File: src/rtl/rn_pkg.sv
package rn_pkg;
  typedef enum logic [2:0] {
    SEL_NONE,
    SEL_IN0,
    SEL_IN1,
    SEL_MERGE,
    SEL_EOR
  } sel_e;

  typedef struct packed {
    logic side;   // output the read left on
    logic comb;   // read was merged from both inputs
    logic src;    // input the read came from
  } dq_ent_t;

  localparam int DQ_W = $bits(dq_ent_t);
endpackage

File: src/rtl/rn_fifo.sv
module rn_fifo #(
  parameter int W     = 8,
  parameter int DEPTH = 2
) (
  input  logic         clk,
  input  logic         rst,
  input  logic         push_valid,
  output logic         push_ready,
  input  logic [W-1:0] push_data,
  output logic         pop_valid,
  input  logic         pop,
  output logic [W-1:0] pop_data
);
  localparam int AW = (DEPTH > 1) ? $clog2(DEPTH) : 1;
  localparam int CW = $clog2(DEPTH + 1);

  logic [W-1:0]  mem [DEPTH];
  logic [AW-1:0] wp, rp;
  logic [CW-1:0] cnt;
  logic          do_push, do_pop;

  assign push_ready = (cnt < CW'(DEPTH));
  assign pop_valid  = (cnt != '0);
  assign pop_data   = mem[rp];
  assign do_push    = push_valid && push_ready;
  assign do_pop     = pop && pop_valid;

  always_ff @(posedge clk) begin
    if (do_push) mem[wp] <= push_data;
  end

  always_ff @(posedge clk) begin
    if (rst) begin
      wp  <= '0;
      rp  <= '0;
      cnt <= '0;
    end else begin
      if (do_push) wp <= (wp == AW'(DEPTH - 1)) ? '0 : wp + 1'b1;
      if (do_pop)  rp <= (rp == AW'(DEPTH - 1)) ? '0 : rp + 1'b1;
      case ({do_push, do_pop})
        2'b10:   cnt <= cnt + 1'b1;
        2'b01:   cnt <= cnt - 1'b1;
        default: cnt <= cnt;
      endcase
    end
  end

  // the control above must never pop an empty buffer
  AST_FIFO_POP_NONEMPTY: assert property (@(posedge clk) disable iff (rst)
    pop |-> pop_valid) else $error("pop on empty buffer");
endmodule

File: src/rtl/rn_cmp.sv
module rn_cmp #(
  parameter int AW = 8
) (
  input  logic [AW-1:0] a,
  input  logic [AW-1:0] b,
  output logic          lt,
  output logic          eq
);
  logic [AW:0] diff;

  assign diff = {1'b0, a} - {1'b0, b};
  assign lt   = diff[AW];
  assign eq   = (diff == '0);
endmodule

File: src/rtl/rn_out_reg.sv
module rn_out_reg #(
  parameter int W = 8
) (
  input  logic         clk,
  input  logic         rst,
  input  logic         load,
  input  logic [W-1:0] load_data,
  output logic         space,
  output logic         o_valid,
  input  logic         o_ready,
  output logic [W-1:0] o_data
);
  assign space = !o_valid || o_ready;

  always_ff @(posedge clk) begin
    if (rst) begin
      o_valid <= 1'b0;
    end else if (load) begin
      o_valid <= 1'b1;
    end else if (o_ready) begin
      o_valid <= 1'b0;
    end
  end

  always_ff @(posedge clk) begin
    if (load) o_data <= load_data;
  end

  AST_OUT_HOLD: assert property (@(posedge clk) disable iff (rst)
    (o_valid && !o_ready) |=> (o_valid && $stable(o_data))) else $error("output changed while stalled");
endmodule

File: src/rtl/comb_route_node.sv
module comb_route_node #(
  parameter int ADDR_W   = 8,
  parameter int DATA_W   = 16,
  parameter int COL      = 2,
  parameter int BUF_D    = 2,
  parameter int DQ_DEPTH = 8
) (
  input  logic              clk,
  input  logic              rst,
  input  logic              in0_valid,
  output logic              in0_ready,
  input  logic              in0_eor,
  input  logic              in0_wr,
  input  logic [ADDR_W-1:0] in0_dest,
  input  logic [DATA_W-1:0] in0_data,
  input  logic              in1_valid,
  output logic              in1_ready,
  input  logic              in1_eor,
  input  logic              in1_wr,
  input  logic [ADDR_W-1:0] in1_dest,
  input  logic [DATA_W-1:0] in1_data,
  output logic              out0_valid,
  input  logic              out0_ready,
  output logic              out0_eor,
  output logic              out0_wr,
  output logic [ADDR_W-1:0] out0_dest,
  output logic [DATA_W-1:0] out0_data,
  output logic              out1_valid,
  input  logic              out1_ready,
  output logic              out1_eor,
  output logic              out1_wr,
  output logic [ADDR_W-1:0] out1_dest,
  output logic [DATA_W-1:0] out1_data,
  input  logic              rin0_valid,
  output logic              rin0_ready,
  input  logic [DATA_W-1:0] rin0_data,
  input  logic              rin1_valid,
  output logic              rin1_ready,
  input  logic [DATA_W-1:0] rin1_data,
  output logic              rout0_valid,
  output logic [DATA_W-1:0] rout0_data,
  output logic              rout1_valid,
  output logic [DATA_W-1:0] rout1_data
);
  import rn_pkg::*;

  localparam int PW     = 2 + ADDR_W + DATA_W;
  localparam int EOR_B  = PW - 1;
  localparam int WR_B   = PW - 2;
  localparam int DST_LO = DATA_W;
  localparam int DST_HI = DATA_W + ADDR_W - 1;

  // request input buffers
  logic [PW-1:0] in_pk [2];
  logic [PW-1:0] hd    [2];
  logic [1:0]    in_v, in_rdy, hv, pop;

  assign in_pk[0] = {in0_eor, in0_wr, in0_dest, in0_data};
  assign in_pk[1] = {in1_eor, in1_wr, in1_dest, in1_data};
  assign in_v      = {in1_valid, in0_valid};
  assign in0_ready = in_rdy[0];
  assign in1_ready = in_rdy[1];

  for (genvar k = 0; k < 2; k++) begin : g_inbuf
    rn_fifo #(.W(PW), .DEPTH(BUF_D)) u_buf (
      .clk(clk), .rst(rst),
      .push_valid(in_v[k]), .push_ready(in_rdy[k]), .push_data(in_pk[k]),
      .pop_valid(hv[k]), .pop(pop[k]), .pop_data(hd[k])
    );
  end

  // head fields
  logic              e0, e1, w0, w1;
  logic [ADDR_W-1:0] d0, d1;
  logic              lt, eq;

  assign e0 = hd[0][EOR_B];
  assign e1 = hd[1][EOR_B];
  assign w0 = hd[0][WR_B];
  assign w1 = hd[1][WR_B];
  assign d0 = hd[0][DST_HI:DST_LO];
  assign d1 = hd[1][DST_HI:DST_LO];

  rn_cmp #(.AW(ADDR_W)) u_cmp (.a(d0), .b(d1), .lt(lt), .eq(eq));

  // direction queue
  logic    dq_push, dq_rdy, dq_v, dq_pop;
  dq_ent_t dq_in, dqh;
  logic [DQ_W-1:0] dq_raw;

  rn_fifo #(.W(DQ_W), .DEPTH(DQ_DEPTH)) u_dirq (
    .clk(clk), .rst(rst),
    .push_valid(dq_push), .push_ready(dq_rdy), .push_data(dq_in),
    .pop_valid(dq_v), .pop(dq_pop), .pop_data(dq_raw)
  );
  assign dqh = dq_ent_t'(dq_raw);

  // forward decision
  sel_e          sel;
  logic [1:0]    ld, sp;
  logic [PW-1:0] ld_pk;
  logic          side;

  always_comb begin
    sel = SEL_NONE;
    if (hv[0] && hv[1]) begin
      if (e0 && e1)              sel = SEL_EOR;
      else if (e0)               sel = SEL_IN1;
      else if (e1)               sel = SEL_IN0;
      else if (eq && (w0 == w1)) sel = SEL_MERGE;
      else if (lt || eq)         sel = SEL_IN0;
      else                       sel = SEL_IN1;
    end
  end

  always_comb begin
    pop     = 2'b00;
    ld      = 2'b00;
    ld_pk   = hd[0];
    dq_push = 1'b0;
    dq_in   = '0;
    side    = 1'b0;
    case (sel)
      SEL_EOR: begin
        if (sp[0] && sp[1]) begin
          pop = 2'b11;
          ld  = 2'b11;
        end
      end
      SEL_IN0, SEL_MERGE: begin
        side = d0[COL];
        if (sp[side] && (w0 || dq_rdy)) begin
          pop[0]   = 1'b1;
          pop[1]   = (sel == SEL_MERGE);
          ld[side] = 1'b1;
          dq_push  = !w0;
          dq_in    = '{side: side, comb: (sel == SEL_MERGE), src: 1'b0};
        end
      end
      SEL_IN1: begin
        side  = d1[COL];
        ld_pk = hd[1];
        if (sp[side] && (w1 || dq_rdy)) begin
          pop[1]   = 1'b1;
          ld[side] = 1'b1;
          dq_push  = !w1;
          dq_in    = '{side: side, comb: 1'b0, src: 1'b1};
        end
      end
      default: ;
    endcase
  end

  // output stages
  logic [1:0]    ov, ordy;
  logic [PW-1:0] od [2];

  assign ordy = {out1_ready, out0_ready};

  for (genvar k = 0; k < 2; k++) begin : g_out
    rn_out_reg #(.W(PW)) u_oreg (
      .clk(clk), .rst(rst),
      .load(ld[k]), .load_data(ld_pk), .space(sp[k]),
      .o_valid(ov[k]), .o_ready(ordy[k]), .o_data(od[k])
    );
  end

  assign out0_valid = ov[0];
  assign out0_eor   = od[0][EOR_B];
  assign out0_wr    = od[0][WR_B];
  assign out0_dest  = od[0][DST_HI:DST_LO];
  assign out0_data  = od[0][DATA_W-1:0];
  assign out1_valid = ov[1];
  assign out1_eor   = od[1][EOR_B];
  assign out1_wr    = od[1][WR_B];
  assign out1_dest  = od[1][DST_HI:DST_LO];
  assign out1_data  = od[1][DATA_W-1:0];

  // reply path
  logic [DATA_W-1:0] rin_d [2];
  logic [DATA_W-1:0] rh    [2];
  logic [1:0]        rin_v, rin_rdy, rhv, rpop;
  logic              rfire;

  assign rin_d[0]   = rin0_data;
  assign rin_d[1]   = rin1_data;
  assign rin_v      = {rin1_valid, rin0_valid};
  assign rin0_ready = rin_rdy[0];
  assign rin1_ready = rin_rdy[1];

  for (genvar k = 0; k < 2; k++) begin : g_rbuf
    rn_fifo #(.W(DATA_W), .DEPTH(BUF_D)) u_rbuf (
      .clk(clk), .rst(rst),
      .push_valid(rin_v[k]), .push_ready(rin_rdy[k]), .push_data(rin_d[k]),
      .pop_valid(rhv[k]), .pop(rpop[k]), .pop_data(rh[k])
    );
    assign rpop[k] = rfire && (dqh.side == 1'(k));
  end

  assign rfire  = dq_v && rhv[dqh.side];
  assign dq_pop = rfire;

  always_ff @(posedge clk) begin
    if (rst) begin
      rout0_valid <= 1'b0;
      rout1_valid <= 1'b0;
    end else begin
      rout0_valid <= rfire && (dqh.comb || !dqh.src);
      rout1_valid <= rfire && (dqh.comb ||  dqh.src);
    end
  end

  always_ff @(posedge clk) begin
    if (rfire) begin
      rout0_data <= rh[dqh.side];
      rout1_data <= rh[dqh.side];
    end
  end

  // ordering trackers for the sort check
  logic [1:0]        seen;
  logic [ADDR_W-1:0] last [2];

  always_ff @(posedge clk) begin
    if (rst) begin
      seen <= 2'b00;
      last[0] <= '0;
      last[1] <= '0;
    end else begin
      for (int k = 0; k < 2; k++) begin
        if (ov[k] && ordy[k]) begin
          if (od[k][EOR_B]) seen[k] <= 1'b0;
          else begin
            seen[k] <= 1'b1;
            last[k] <= od[k][DST_HI:DST_LO];
          end
        end
      end
    end
  end

  for (genvar k = 0; k < 2; k++) begin : g_chk
    AST_SORTED_OUT: assert property (@(posedge clk) disable iff (rst)
      (ov[k] && ordy[k] && !od[k][EOR_B] && seen[k]) |-> (od[k][DST_HI:DST_LO] >= last[k]))
      else $error("output stream out of order");
  end

  AST_ROUTE_BIT: assert property (@(posedge clk) disable iff (rst)
    (out1_valid && !out1_eor) |-> out1_dest[COL]) else $error("wrong output for address");

  AST_EOR_HELD: assert property (@(posedge clk) disable iff (rst)
    (hv[0] && e0 && !(hv[1] && e1)) |=> (hv[0] && hd[0][EOR_B])) else $error("marker left alone");

  AST_REPLY_NEEDS_ENTRY: assert property (@(posedge clk) disable iff (rst)
    (rout0_valid || rout1_valid) |-> $past(dq_v)) else $error("reply without queue entry");
endmodule

File: config.mk
export PLATFORM = sky130hd
export DESIGN_NAME = comb_route_node
export DESIGN_NICKNAME = d
export VERILOG_FILES = /design/src/rtl/rn_pkg.sv /design/src/rtl/rn_fifo.sv /design/src/rtl/rn_cmp.sv /design/src/rtl/rn_out_reg.sv /design/src/rtl/comb_route_node.sv
export SDC_FILE = /design/constraint.sdc
export NUM_CORES = 1
export LEC_CHECK = 0
export ABC_AREA = 1
export BUFFER_PORTS_ARGS = -buffer_cell sky130_fd_sc_hd__buf_2
export CAP_MARGIN = 15
export CORE_MARGIN = 5
export CORE_UTILIZATION = 25
export DETAILED_ROUTE_END_ITERATION = 8
export SETUP_SLACK_MARGIN = 0.5
export SLEW_MARGIN = 0
export SYNTH_ARGS = -nofsm -noshare
export SYNTH_HDL_FRONTEND = slang
export SYNTH_SLANG_ARGS = --single-unit
export TNS_END_PERCENT = 20
File: constraint.sdc
create_clock -name clk -period 5.4 [get_ports clk]
set_input_delay 1.08 -clock clk [delete_from_list [all_inputs] [get_ports clk]]
set_output_delay 1.08 -clock clk [all_outputs]
set_load 0.1 [all_outputs]
==> run_results.csv <==
group,metric,value,unit
cells_and_area,multi_input_area,2897,um2
drt,drtAntennaViolNets,0,
pwr,p_sw_frac,0.4148,
pwr,power.share.clock,0.249,
synthesis,ys_ff_latch,297,
die,ios,184,
synthesis,async_reset_ff_frac,0,
timing,fmax,224.6,MHz
pwr,total_power,0.008416,W
drt,drtIter0Drc,437,
drt,routed_wl,26570,um
die,dieArea,52180,um2
pwr,ir_drop,0.3571,mV
clock_network,cts-root-buf,"clkbuf_16",
timing,setup_tns,0,ns
timing,finClkSkew,0.03159,ns
pwr,internal_power,0.004925,W
die,num_rows,80,
critical_path,cp.arrival,4.88,ns
cells_and_area,final_cell_mix,"edfxtp_1, buf_2, nand2_1, inv_1, nor2_1",
clock_network,cts_made_buffers,30,
synthesis,ys_types,45,
die,coreArea,47450,um2
place,pre_cts_ws,0.8551,ns
die,dieWidth,228.4,um
timing,fin_crit_sh,0.8245,
critical_path,slowest_delay,0.52,ns
die,floorplan.initialDensity,0.2514,
critical_path,startpoint_type,"flop",
synthesis,synth_nets,987,
synthesis,netlist.area_leader.share,0.6545,
synthesis,synth_top_area_cell,"edfxtp_1",
synthesis,syn_inst,874,
cells_and_area,stdcell_area,14510,um2
critical_path,slowest_stage,"dfxtp_4",
place,place.gp.congestion,0.8319,
pwr,seq_power_share,0.386,
clock_network,clk_latency,0.57,ns
timing,setup_slack,0.9476,ns
critical_path,cp.required,5.83,ns
place,hpwl,19050,um
timing,slew_violations,0,
timing,rsz0062_at_grt,"no",
drt,firstDrtPassIters,4,
cells_and_area,final_nets,1171,
global_routing,grt_pass1_vias,7044,
pwr,leakage,5.417,nW
clock_network,path_clk_slew,0.06,ns
die,die_h,228.4,um
clock_network,clk_path_buf_depth,3,
cells_and_area,syn2layout_area_growth,21.63,%
place,port-buffer-count,183,
critical_path,cpMostUsedCell,"nand2_1",
critical_path,cp-end-kind,"flop",
pwr,pwr-share-comb,0.365,
clock_network,numClockSinks,297,
synthesis,avgSynthCellArea,13.65,um2
timing,fin_crit,4.452,ns
cells_and_area,final_common_cell,"edfxtp_1",
synthesis,synthesis.area,11930,um2
critical_path,crit_fanout,14,
pwr,p_sw,0.003491,W
synthesis,yosys-top-cells-area,"edfxtp_1, dfxtp_1, nand2_1",
place,place_area,13480,um2
timing,worst_pin_slew,1.012,ns
timing,hold_viol,0,
synthesis,ys_warn_count,0,
drt,route.detailed.wl_per_inst,15.62,um
timing,slew-limit-headroom,0.3225,
global_routing,grt_usage,0.09784,
global_routing,grt_start_max_net_pins,51,
drt,vias,7083,
cells_and_area,nFillCells,4740,
clock_network,htreeDepth,1,
drt,vias_per_cell,4.164,
drt,drc,0,
global_routing,antenna_found_initial,11,
critical_path,path_class,"reg2reg",
synthesis,synth-seq-area-share,0.7166,
cells_and_area,post_route_cells_drive_above_1_share,0.2884,
outcome,outcome,"completed",
hold_path,min_path_type,"reg2reg",
global_routing,grt_first_pass_wirelength,40250,um
synthesis,ys.flop_type,"edfxtp_1",
synthesis,synth-edff-count,260,
clock_network,cts_tree,"yes",
timing,hold-worst-slack,0.4494,ns
pwr,p_per_area,580.0,nW/um2
cells_and_area,seqCellArea,8556,um2
flow_run,drv_cap,0,
timing,setup_viol,0,
global_routing,grt_overflow,0,
## layer usage
| metal | up-vias | global-route usage | wire [um] |
|---|---|---|---|
| li1 | 3497 | - | - |
| met2 | 151 | 0.1696 | 13300 |
| met3 | 62 | 0.02596 | 1393 |
| met1 | 3361 | 0.1173 | 10990 |
| met4 | 12 | 0.03592 | 806 |
| met5 | - | 0 | 82 |
## through the flow
| step | util | instances |
|---|---|---|
| after floorplan | - | 874 |
| after global placement | 0.2842 | 1641 |
| after detailed placement | 0.2842 | 1641 |
| after CTS | 0.3055 | 1697 |
| after global routing | 0.3058 | 1701 |
| final | 0.3058 | 1701 |
## synth_stat cells (3+ instances only)
master / count
nand3_1: 14
nor3_1: 6
nand2_1: 112
edfxtp_1: 260
nand3_2: 3
o211ai_1: 23
mux2i_1: 41
buf_6: 3
buf_4: 17
xor2_1: 4
buf_1: 3
nand2_4: 6
clkbuf_1: 14
inv_2: 4
o21ai_0: 44
nor2_4: 3
a21oi_1: 36
o21ai_1: 21
o211ai_2: 11
nor2_1: 63
o32ai_1: 3
dfxtp_1: 37
nand4_1: 3
buf_2: 4
nand2_2: 7
or2_2: 18
inv_1: 66
ha_1: 19
o21ai_2: 7
## state kept, by name, indices dropped and copies added, names as in the netlist, 3 cells and up, named ones only
register	cells
g_rbuf.u_rbuf.cnt	4
g_out.u_oreg.o_data	52
rout1_data	16
g_inbuf.u_buf.mem	104
g_inbuf.u_buf.cnt	4
u_dirq.wp	3
u_dirq.rp	3
u_dirq.mem	24
g_rbuf.u_rbuf.mem	64
u_dirq.cnt	4
## final cells by class
| type | instances | area share |
|---|---|---|
| Antenna cell | 4 | 0.0006899 |
| Clock buffer | 40 | 0.05786 |
| Clock inverter | 16 | 0.01190 |
| Inverter | 71 | 0.01889 |
| Multi-Input combinational cell | 465 | 0.1996 |
| Sequential cell | 297 | 0.5897 |
| Tap cell | 615 | 0.05304 |
| Timing Repair Buffer | 193 | 0.06830 |
## power by group through the flow
stage	logic (W)	registers [W]	clock network (W)
final	0.00307	0.00325	0.00209
after global routing	0.00330	0.00329	0.00225
after detailed placement	0.00310	0.00330	0
after CTS	0.00311	0.00325	0.00214
after floorplan	0.00163	0.00415	0
after global placement	0.00307	0.00329	0
## repair_timing
item                       4_1_cts  5_1_grt
resized for setup                0        2
buffers inserted                 0        0
hold buffers                     0        0
setup endpoints to repair        0        1
## cell families (layout without fill, tap and decap cells)
kind of cell,count (synthesis),count (layout),synth area share
DFF,297,297,0.7166
and+or+nand+nor,243,243,0.09566
AOI/OAI and AO/OA,154,154,0.08213
buffers and inverters,112,320,0.04353
muxes,41,41,0.03440
adders and majority gates,21,21,0.02329
xor gates and xnor gates,6,6,0.004405
other,0,4,0
## worst max-delay path: cells and delay by family, from the launching register on
kind | cells | cell delay [ns]
AND/OR/NAND/NOR | 17 | 1.55
adder cells (fa/ha/maj) | 3 | 0.96
AO/OA/AOI/OAI | 5 | 0.90
flip-flops | 1 | 0.52
buffers and inverters | 4 | 0.40
## final timing paths
path | from | end | slack [ns] | cells past startpoint
worst max-delay path | flop | u_dirq.cnt[3]$_SDFFE_PP0P_ | 0.95 | 29
worst min-delay path | g_inbuf[0].u_buf.rp$_SDFFE_PP0P_ | flop | 0.45 | 1
worst max register to register | flop | u_dirq.cnt[3]$_SDFFE_PP0P_ | 0.95 | 29
worst min register to register | g_inbuf[0].u_buf.rp$_SDFFE_PP0P_ | flop | 0.45 | 1
(Power assumes the default switching activity.)
